**config.mk**
```make
export PLATFORM = sky130hd
export DESIGN_NAME = edge_burst_link
export DESIGN_NICKNAME = d
export VERILOG_FILES = /design/src/rtl/edge_burst_pkg.sv /design/src/rtl/ebl_sync.sv /design/src/rtl/ebl_tx.sv /design/src/rtl/ebl_rx.sv /design/src/rtl/edge_burst_link.sv
export SDC_FILE = /design/constraint.sdc
export NUM_CORES = 1
export LEC_CHECK = 0
export CAP_MARGIN = 10
export CORE_UTILIZATION = 58
export CTS_BUF_LIST = sky130_fd_sc_hd__clkbuf_4
export DETAILED_ROUTE_END_ITERATION = 16
export PLACE_DENSITY = 0.8
export SLEW_MARGIN = 20
export SYNTH_ARGS = -nofsm -noshare
export SYNTH_HDL_FRONTEND = slang
export SYNTH_SLANG_ARGS = --single-unit
```
**constraint.sdc**
```tcl
create_clock -name clk -period 0.85 [get_ports clk]
set_input_delay 0.17 -clock clk [delete_from_list [all_inputs] [get_ports clk]]
set_output_delay 0.17 -clock clk [all_outputs]
set_load 0.02 [all_outputs]
```
**src/rtl/edge_burst_pkg.sv**
```systemverilog
package edge_burst_pkg;

  typedef enum logic [1:0] {
    PH_IDLE  = 2'd0,
    PH_BURST = 2'd1,
    PH_FLUSH = 2'd2
  } tx_phase_e;

  function automatic int cnt_width(input int max_val);
    return (max_val < 2) ? 1 : $clog2(max_val + 1);
  endfunction

endpackage

```
**src/rtl/ebl_sync.sv**
```systemverilog
module ebl_sync #(
  parameter int STAGES = 2
) (
  input  logic clk,
  input  logic rst_n,
  input  logic d,
  output logic q
);

  generate
    if (STAGES <= 1) begin : g_single
      logic stg_q;
      always_ff @(posedge clk or negedge rst_n) begin
        if (!rst_n) stg_q <= 1'b0;
        else        stg_q <= d;
      end
      assign q = stg_q;
    end else begin : g_chain
      logic [STAGES-1:0] stg_q;
      always_ff @(posedge clk or negedge rst_n) begin
        if (!rst_n) stg_q <= '0;
        else        stg_q <= {stg_q[STAGES-2:0], d};
      end
      assign q = stg_q[STAGES-1];
    end
  endgenerate

endmodule

```
**src/rtl/ebl_tx.sv**
```systemverilog
module ebl_tx
  import edge_burst_pkg::*;
#(
  parameter int BURST_CLKS = 12,
  parameter int CLR_CLKS   = 4
) (
  input  logic clk,
  input  logic rst_n,
  input  logic data_s,
  output logic osc_en,
  output logic tx_clr
);

  localparam int TX_MAX = (BURST_CLKS > CLR_CLKS) ? BURST_CLKS : CLR_CLKS;
  localparam int CW     = cnt_width(TX_MAX);

  tx_phase_e       phase_q, phase_d;
  logic [CW-1:0]   cnt_q, cnt_d;
  logic            cnt_en;
  logic            sent_q, sent_d;
  logic            sent_en;
  logic            osc_q, clr_q;

  // next-state logic
  always_comb begin
    phase_d = phase_q;
    cnt_d   = cnt_q;
    cnt_en  = 1'b0;
    sent_d  = sent_q;
    sent_en = 1'b0;
    unique case (phase_q)
      PH_IDLE: begin
        if (data_s != sent_q) begin
          phase_d = PH_BURST;
          cnt_d   = CW'(BURST_CLKS - 1);
          cnt_en  = 1'b1;
          sent_d  = data_s;
          sent_en = 1'b1;
        end
      end
      PH_BURST: begin
        cnt_en = 1'b1;
        if (cnt_q == '0) begin
          phase_d = PH_FLUSH;
          cnt_d   = CW'(CLR_CLKS - 1);
        end else begin
          cnt_d = cnt_q - CW'(1);
        end
      end
      PH_FLUSH: begin
        cnt_en = 1'b1;
        if (cnt_q == '0) phase_d = PH_IDLE;
        else             cnt_d   = cnt_q - CW'(1);
      end
      default: phase_d = PH_IDLE;
    endcase
  end

  // state registers
  always_ff @(posedge clk or negedge rst_n) begin
    if (!rst_n) begin
      phase_q <= PH_IDLE;
    end else begin
      phase_q <= phase_d;
    end
  end

  always_ff @(posedge clk or negedge rst_n) begin
    if (!rst_n) begin
      cnt_q <= '0;
    end else if (cnt_en) begin
      cnt_q <= cnt_d;
    end
  end

  always_ff @(posedge clk or negedge rst_n) begin
    if (!rst_n) begin
      sent_q <= 1'b0;
    end else if (sent_en) begin
      sent_q <= sent_d;
    end
  end

  // glitch-free registered gate outputs
  always_ff @(posedge clk or negedge rst_n) begin
    if (!rst_n) begin
      osc_q <= 1'b0;
      clr_q <= 1'b0;
    end else begin
      osc_q <= (phase_d == PH_BURST);
      clr_q <= (phase_d == PH_FLUSH);
    end
  end

  assign osc_en = osc_q;
  assign tx_clr = clr_q;

endmodule

```
**src/rtl/ebl_rx.sv**
```systemverilog
module ebl_rx
  import edge_burst_pkg::*;
#(
  parameter int RX_RST_CLKS = 6
) (
  input  logic clk,
  input  logic rst_n,
  input  logic det_s,
  output logic rx_rst,
  output logic data_out
);

  localparam int CW = cnt_width(RX_RST_CLKS);

  logic [CW-1:0] lock_q, lock_d;
  logic          lock_en;
  logic          busy;
  logic          flip;
  logic          lvl_q;
  logic          rst_q;

  assign busy = (lock_q != '0);

  // next-state logic
  always_comb begin
    lock_d  = lock_q;
    lock_en = 1'b0;
    flip    = 1'b0;
    if (busy) begin
      lock_d  = lock_q - CW'(1);
      lock_en = 1'b1;
    end else if (det_s) begin
      lock_d  = CW'(RX_RST_CLKS);
      lock_en = 1'b1;
      flip    = 1'b1;
    end
  end

  // registers
  always_ff @(posedge clk or negedge rst_n) begin
    if (!rst_n) begin
      lock_q <= '0;
    end else if (lock_en) begin
      lock_q <= lock_d;
    end
  end

  always_ff @(posedge clk or negedge rst_n) begin
    if (!rst_n) begin
      lvl_q <= 1'b0;
    end else if (flip) begin
      lvl_q <= ~lvl_q;
    end
  end

  always_ff @(posedge clk or negedge rst_n) begin
    if (!rst_n) begin
      rst_q <= 1'b0;
    end else begin
      rst_q <= (lock_d != '0);
    end
  end

  assign rx_rst   = rst_q;
  assign data_out = lvl_q;

endmodule

```
**src/rtl/edge_burst_link.sv**
```systemverilog
module edge_burst_link
  import edge_burst_pkg::*;
#(
  parameter int CLKS_PER_CARRIER = 4,
  parameter int FAST_CHANNEL     = 1,
  parameter int CLR_CLKS         = 4,
  parameter int RX_RST_CLKS      = 6,
  parameter int SYNC_STAGES      = 2
) (
  input  logic clk,
  input  logic rst_n,
  input  logic data_in,
  output logic osc_en,
  output logic tx_clr,
  input  logic det_in,
  output logic rx_rst,
  output logic data_out
);

  localparam int CARRIERS_PER_BURST = (FAST_CHANNEL != 0) ? 3 : 2;
  localparam int BURST_CLKS         = CARRIERS_PER_BURST * CLKS_PER_CARRIER;

  // reset: asserted asynchronously, released on the clock
  logic [1:0] rsync_q;
  logic       rst_int_n;

  always_ff @(posedge clk or negedge rst_n) begin
    if (!rst_n) rsync_q <= 2'b00;
    else        rsync_q <= {rsync_q[0], 1'b1};
  end
  assign rst_int_n = rsync_q[1];

  logic data_s;
  logic det_s;

  ebl_sync #(.STAGES(SYNC_STAGES)) u_sync_data (
    .clk   (clk),
    .rst_n (rst_int_n),
    .d     (data_in),
    .q     (data_s)
  );

  ebl_sync #(.STAGES(SYNC_STAGES)) u_sync_det (
    .clk   (clk),
    .rst_n (rst_int_n),
    .d     (det_in),
    .q     (det_s)
  );

  ebl_tx #(
    .BURST_CLKS (BURST_CLKS),
    .CLR_CLKS   (CLR_CLKS)
  ) u_tx (
    .clk    (clk),
    .rst_n  (rst_int_n),
    .data_s (data_s),
    .osc_en (osc_en),
    .tx_clr (tx_clr)
  );

  ebl_rx #(
    .RX_RST_CLKS (RX_RST_CLKS)
  ) u_rx (
    .clk      (clk),
    .rst_n    (rst_int_n),
    .det_s    (det_s),
    .rx_rst   (rx_rst),
    .data_out (data_out)
  );

endmodule

```
==> impl_metrics.py, run 1 <==
metrics = {
    "floorplan": {
        "fp.dieH_microns": 42.3,
        "initial_core_util": 0.625,
        "ioPinCount": 8,
        "fp-row-count": 14,
        "die_x_microns": 42.3,
    },
    "logic_synthesis": {
        "synth_fa_ha_area_frac": 0.0930,
        "synth-compound-area-share": 0.169,
        "synthSimpleGateAreaFrac": 0.122,
        "synth_xor_area_frac": 0.0266,
        "synthCells": 80,
        "ys_async_sr_fraction": 1.00,
        "synth_area_sq_um": 942,
        "yosys_warnings": 0,
        "synth_edf_count": 0,
        "synth_ff_type": "dfrtp_1",
        "synth.net_count": 91,
        "synth_top_family_by_area": "compound AO/OA/AOI/OAI gates",
        "synth.avg_cell_area_sq_um": 11.8,
        "yosys_register_bits": 20,
        "ys_types": 31,
        "yosysSeqAreaShare": 0.531,
        "synthMuxAreaShare": 0.0226,
    },
    "cts": {
        "cts_resized": 35,
        "postCtsSetupBuffers": 7,
        "cts_buffers": 3,
        "clockBufferDepth": 2,
        "clock-root-buffer": "clkbuf_4",
        "hold_buffers": 1,
        "cts.sinks": 20,
        "htreeDepth": 1,
    },
    "placement": {
        "port_buffers": 7,
        "place_area_sq_mm": 0.00132,
        "gp_congestion": 0.842,
        "dpl_worst_slack_ns": -0.853,
        "hpwl_microns": 1730,
    },
    "outcome": {
        "status": "did not finish",
        "haltStage": "4_1_cts",
        "firstError": "[ERROR DPL-0033] detailed placement checks failed during check placement.",
    },
}
-- cells by family after synthesis --
kind of cell | after synthesis
fa+ha+maj | 7
buf+inv | 8
other cells | 1
xor+xnor | 2
simple gates | 21
flops | 20
compound gates | 19
mux | 2
-- Yosys cell counts (all sizes together) (2+ instances only) --
cell | number | area (sq um)
xnor2 | 2 | 25.0
nor3 | 3 | 15.0
a31oi | 2 | 12.5
inv | 8 | 30.0
dfrtp | 20 | 500
a21oi | 3 | 15.0
nor2b | 2 | 12.5
ha | 7 | 87.6
a221oi | 2 | 41.3
nor2 | 6 | 22.5
nand2 | 3 | 11.3
o21ai | 5 | 25.0
-- through the flow --
step                instances  setup TNS, ns  hold WS [ns]  utilization
floorplan                  80          -6.85        -0.126            -
global placement          129          -8.56         0.185        0.874
detailed placement        129          -9.56         0.200        0.874
==> run 2: changes to the inputs <==
--- a/config.mk
+++ b/config.mk
@@ -6,10 +6,10 @@
 export NUM_CORES = 1
 export LEC_CHECK = 0
 export CAP_MARGIN = 10
-export CORE_UTILIZATION = 58
-export CTS_BUF_LIST = sky130_fd_sc_hd__clkbuf_4
+export CORE_AREA = 2 2 63 65
 export DETAILED_ROUTE_END_ITERATION = 16
-export PLACE_DENSITY = 0.8
+export DIE_AREA = 0 0 65 67
+export PLACE_DENSITY_LB_ADDON = 0.15
 export SLEW_MARGIN = 20
 export SYNTH_ARGS = -nofsm -noshare
 export SYNTH_HDL_FRONTEND = slang
==> impl_metrics.py, run 2 <==
metrics = {
    "logic_synthesis": {
        "synth_area_sq_um": 942,
        "yosys_warnings": 0,
        "synth_edf_count": 0,
        "synth_top_area_share": 0.531,
        "ys_async_sr_fraction": 1.00,
        "synth_top_area_cell": "dfrtp_1",
        "ys_types": 31,
        "synth_common_cells": "dfrtp_1 (20), inv_1 (8), ha_1 (7), nor2_1 (6), o21ai_0 (5)",
        "yosys_register_bits": 20,
        "synthCells": 80,
        "synth.net_count": 91,
        "yosys.cell_count.top_type": "dfrtp_1",
        "synth.avg_cell_area_sq_um": 11.8,
        "netlist_top_cells_area": "dfrtp_1 (53%), ha_1 (9.3%), inv_1 (3.2%)",
        "yosysSeqAreaShare": 0.531,
        "synth_ff_type": "dfrtp_1",
    },
    "global_route": {
        "grt_antenna_before_repair": 0,
        "grt_pass1_vias": 776,
        "busiest_layer": "met2",
        "grt_max_degree": 19,
        "grt_pass1_wl_microns": 3480,
        "grt_use_met1": 0.129,
        "use_met3": 0.0355,
        "overflow": 0,
        "grtUsageMet2": 0.182,
        "track_usage": 0.106,
    },
    "placement": {
        "gp_congestion": 0.789,
        "port_buffers": 7,
        "hpwl_microns": 1420,
        "place_area_sq_mm": 0.00136,
    },
    "timing": {
        "fin_crit_ns": 1.64,
        "finalCritPeriodShare": 1.93,
        "final_max_slew_viol_count": 0,
        "finalSetupViolCount": 18,
        "max_freq_mhz": 610,
        "skew_ns": 0.00203,
        "grt_setup_unrepaired": "true",
        "hold-worst-slack_ns": 0.0726,
        "hold_viol": 0,
        "setup-tns-final_ns": -8.61,
        "setup_ws_ns": -0.790,
    },
    "worst_setup_path": {
        "start_kind": "flip-flop",
        "startpoint": "u_tx.cnt_q[0]",
        "arrival_ns": 1.78,
        "crit_required_ns": 0.99,
        "critPathKind": "reg2reg",
        "rr_startpoint": "u_tx.cnt_q[0]",
        "r2r_slack_ns": -0.79,
        "reg2reg_depth": 6,
        "crit_path_end": "u_tx.tx_clr",
        "endpoint_kind": "flip-flop",
        "rr_endpoint": "u_tx.tx_clr",
        "crit_fanout": 3,
    },
    "drt": {
        "routedWlPerCell_microns": 11.7,
        "totalWireLength_microns": 2030,
        "drt_iter0_markers": 30,
        "vias": 748,
        "drc": 0,
        "final_antenna_net_count": 0,
        "first_pass_iters": 3,
        "viasPerCell": 4.30,
    },
    "floorplan": {
        "die_x_microns": 65,
        "initial_core_util": 0.261,
        "die-area_sq_mm": 0.00436,
        "ioPinCount": 8,
        "core_area_sq_mm": 0.00361,
        "fp-row-count": 22,
        "fp.dieH_microns": 67,
    },
    "finish": {
        "multi_input_area_sq_um": 587,
        "largestRegisters": "u_tx.cnt_q x4, u_rx.lock_q x3",
        "design_area_sq_mm": 0.00157,
        "final_common_cell": "buf_4",
        "largest_reg_flops": 4,
        "regArea_sq_um": 500,
        "final_layout_size_suffix_gt1_frac": 0.595,
        "area.growth.synth_to_final_pct": 66.8,
        "fillers": 355,
        "regMostFlops": "u_tx.cnt_q",
        "final_cell_mix": "buf_4 (34), dfrtp_1 (20), buf_6 (6)",
        "nNetsFinal": 139,
        "diodes": 0,
    },
    "cts": {
        "cts_buffers": 3,
        "path_clk_slew_ns": 0.07,
        "hold_buffers": 0,
        "clockBufferDepth": 2,
        "clock-root-buffer": "clkbuf_8",
        "cts_tree": "done",
        "cts.sinks": 20,
        "htreeDepth": 1,
        "insertion_delay_ns": 0.25,
    },
    "outcome": {
        "status": "finished with violations",
        "violations": "setup timing",
    },
    "pwr": {
        "p_leak_nw": 0.692,
        "vdd.ir_drop.worst_mv": 1.68,
        "power_density_mw_per_mm2": 3730,
    },
    "job": {
        "cap_viol_max_count": 0,
    },
    "worst_hold_path": {
        "hp-class": "in2async",
    },
}
[run 2: cell counts after synthesis]
Identical to the previous run, type by type.
[run 2: power by group]
group / switching (mW) / internal, mW / total [mW]
clock: 0.277 / 0.315 / 0.592
combinational: 1.64 / 2.15 / 3.79
sequential: 0.224 / 1.26 / 1.48
[run 2: metal layers]
layer / routed length [microns] / share of wire
met4: 16 / 0.0079
met2: 1010 / 0.50
met3: 69 / 0.034
met1: 936 / 0.46
met5: 0 / 0
[run 2: repair_timing]
| action | 4_1_cts | 5_1_grt |
|---|---|---|
| hold endpoints to repair | 0 | 0 |
| pin swaps | 13 | 6 |
| setup endpoints to repair | 18 | 18 |
| gates resized for setup | 35 | 14 |
| setup buffers | 8 | 7 |
[run 2: layout make-up]
cell class | count | area share
sequential | 20 | 0.318
multi-input combinational | 52 | 0.373
tap | 48 | 0.0382
clock buffer | 3 | 0.0263
timing repair buffer | 43 | 0.225
inverter | 8 | 0.0191
[run 2: worst min-delay path by stage]
| stage | startpoint | to | slack, ns | cells after the start |
|---|---|---|---|---|
| after CTS | rst_n | rsync_q[0] | 0.07 | 1 |
| after detailed placement | rsync_q[1] | u_sync_data.g_chain.stg_q[0] | 0.19 | 1 |
| after floorplan | rst_n | rsync_q[0] | -0.13 | 0 |
| after global routing | rst_n | rsync_q[0] | 0.06 | 1 |
| final | rst_n | rsync_q[0] | 0.07 | 1 |
| after global placement | rsync_q[1] | u_sync_det.g_chain.stg_q[0] | 0.20 | 1 |
[run 2: cells by family (layout without fill, tap and decap cells)]
group / count (synthesis) / after routing / share of synthesized area
adders and majority gates: 7 / 7 / 0.0930
buffers and inverters: 8 / 54 / 0.0319
xor gates and xnor gates: 2 / 2 / 0.0266
muxes: 2 / 2 / 0.0226
DFF: 20 / 20 / 0.531
other: 1 / 1 / 0.00398
AOI/OAI and AO/OA: 19 / 19 / 0.169
and+or+nand+nor: 21 / 21 / 0.122
[run 2: critical path: stages (launching register included)]
cell and delay (ns):
dfrtp_1 0.38, inv_1 0.06, ha_2 0.18, or3b_4 0.43, a221oi_4 0.27, a2111oi_4 0.06, and2_1 0.14
[run 2: per-stage QoR]
step / cells / setup WS (ns) / util / total power [mW]
6_report: 174 / -0.790 / 0.436 / 5.86
3_3_place_gp: 161 / -0.792 / 0.376 / 4.34
4_1_cts: 170 / -0.783 / 0.415 / 5.51
5_1_grt: 174 / -0.868 / 0.436 / 6.35
3_5_place_dp: 161 / -0.816 / 0.376 / 4.39
2_1_floorplan: 80 / -0.787 / - / 3.20
Note: power is estimated with default switching activity, not from simulation.
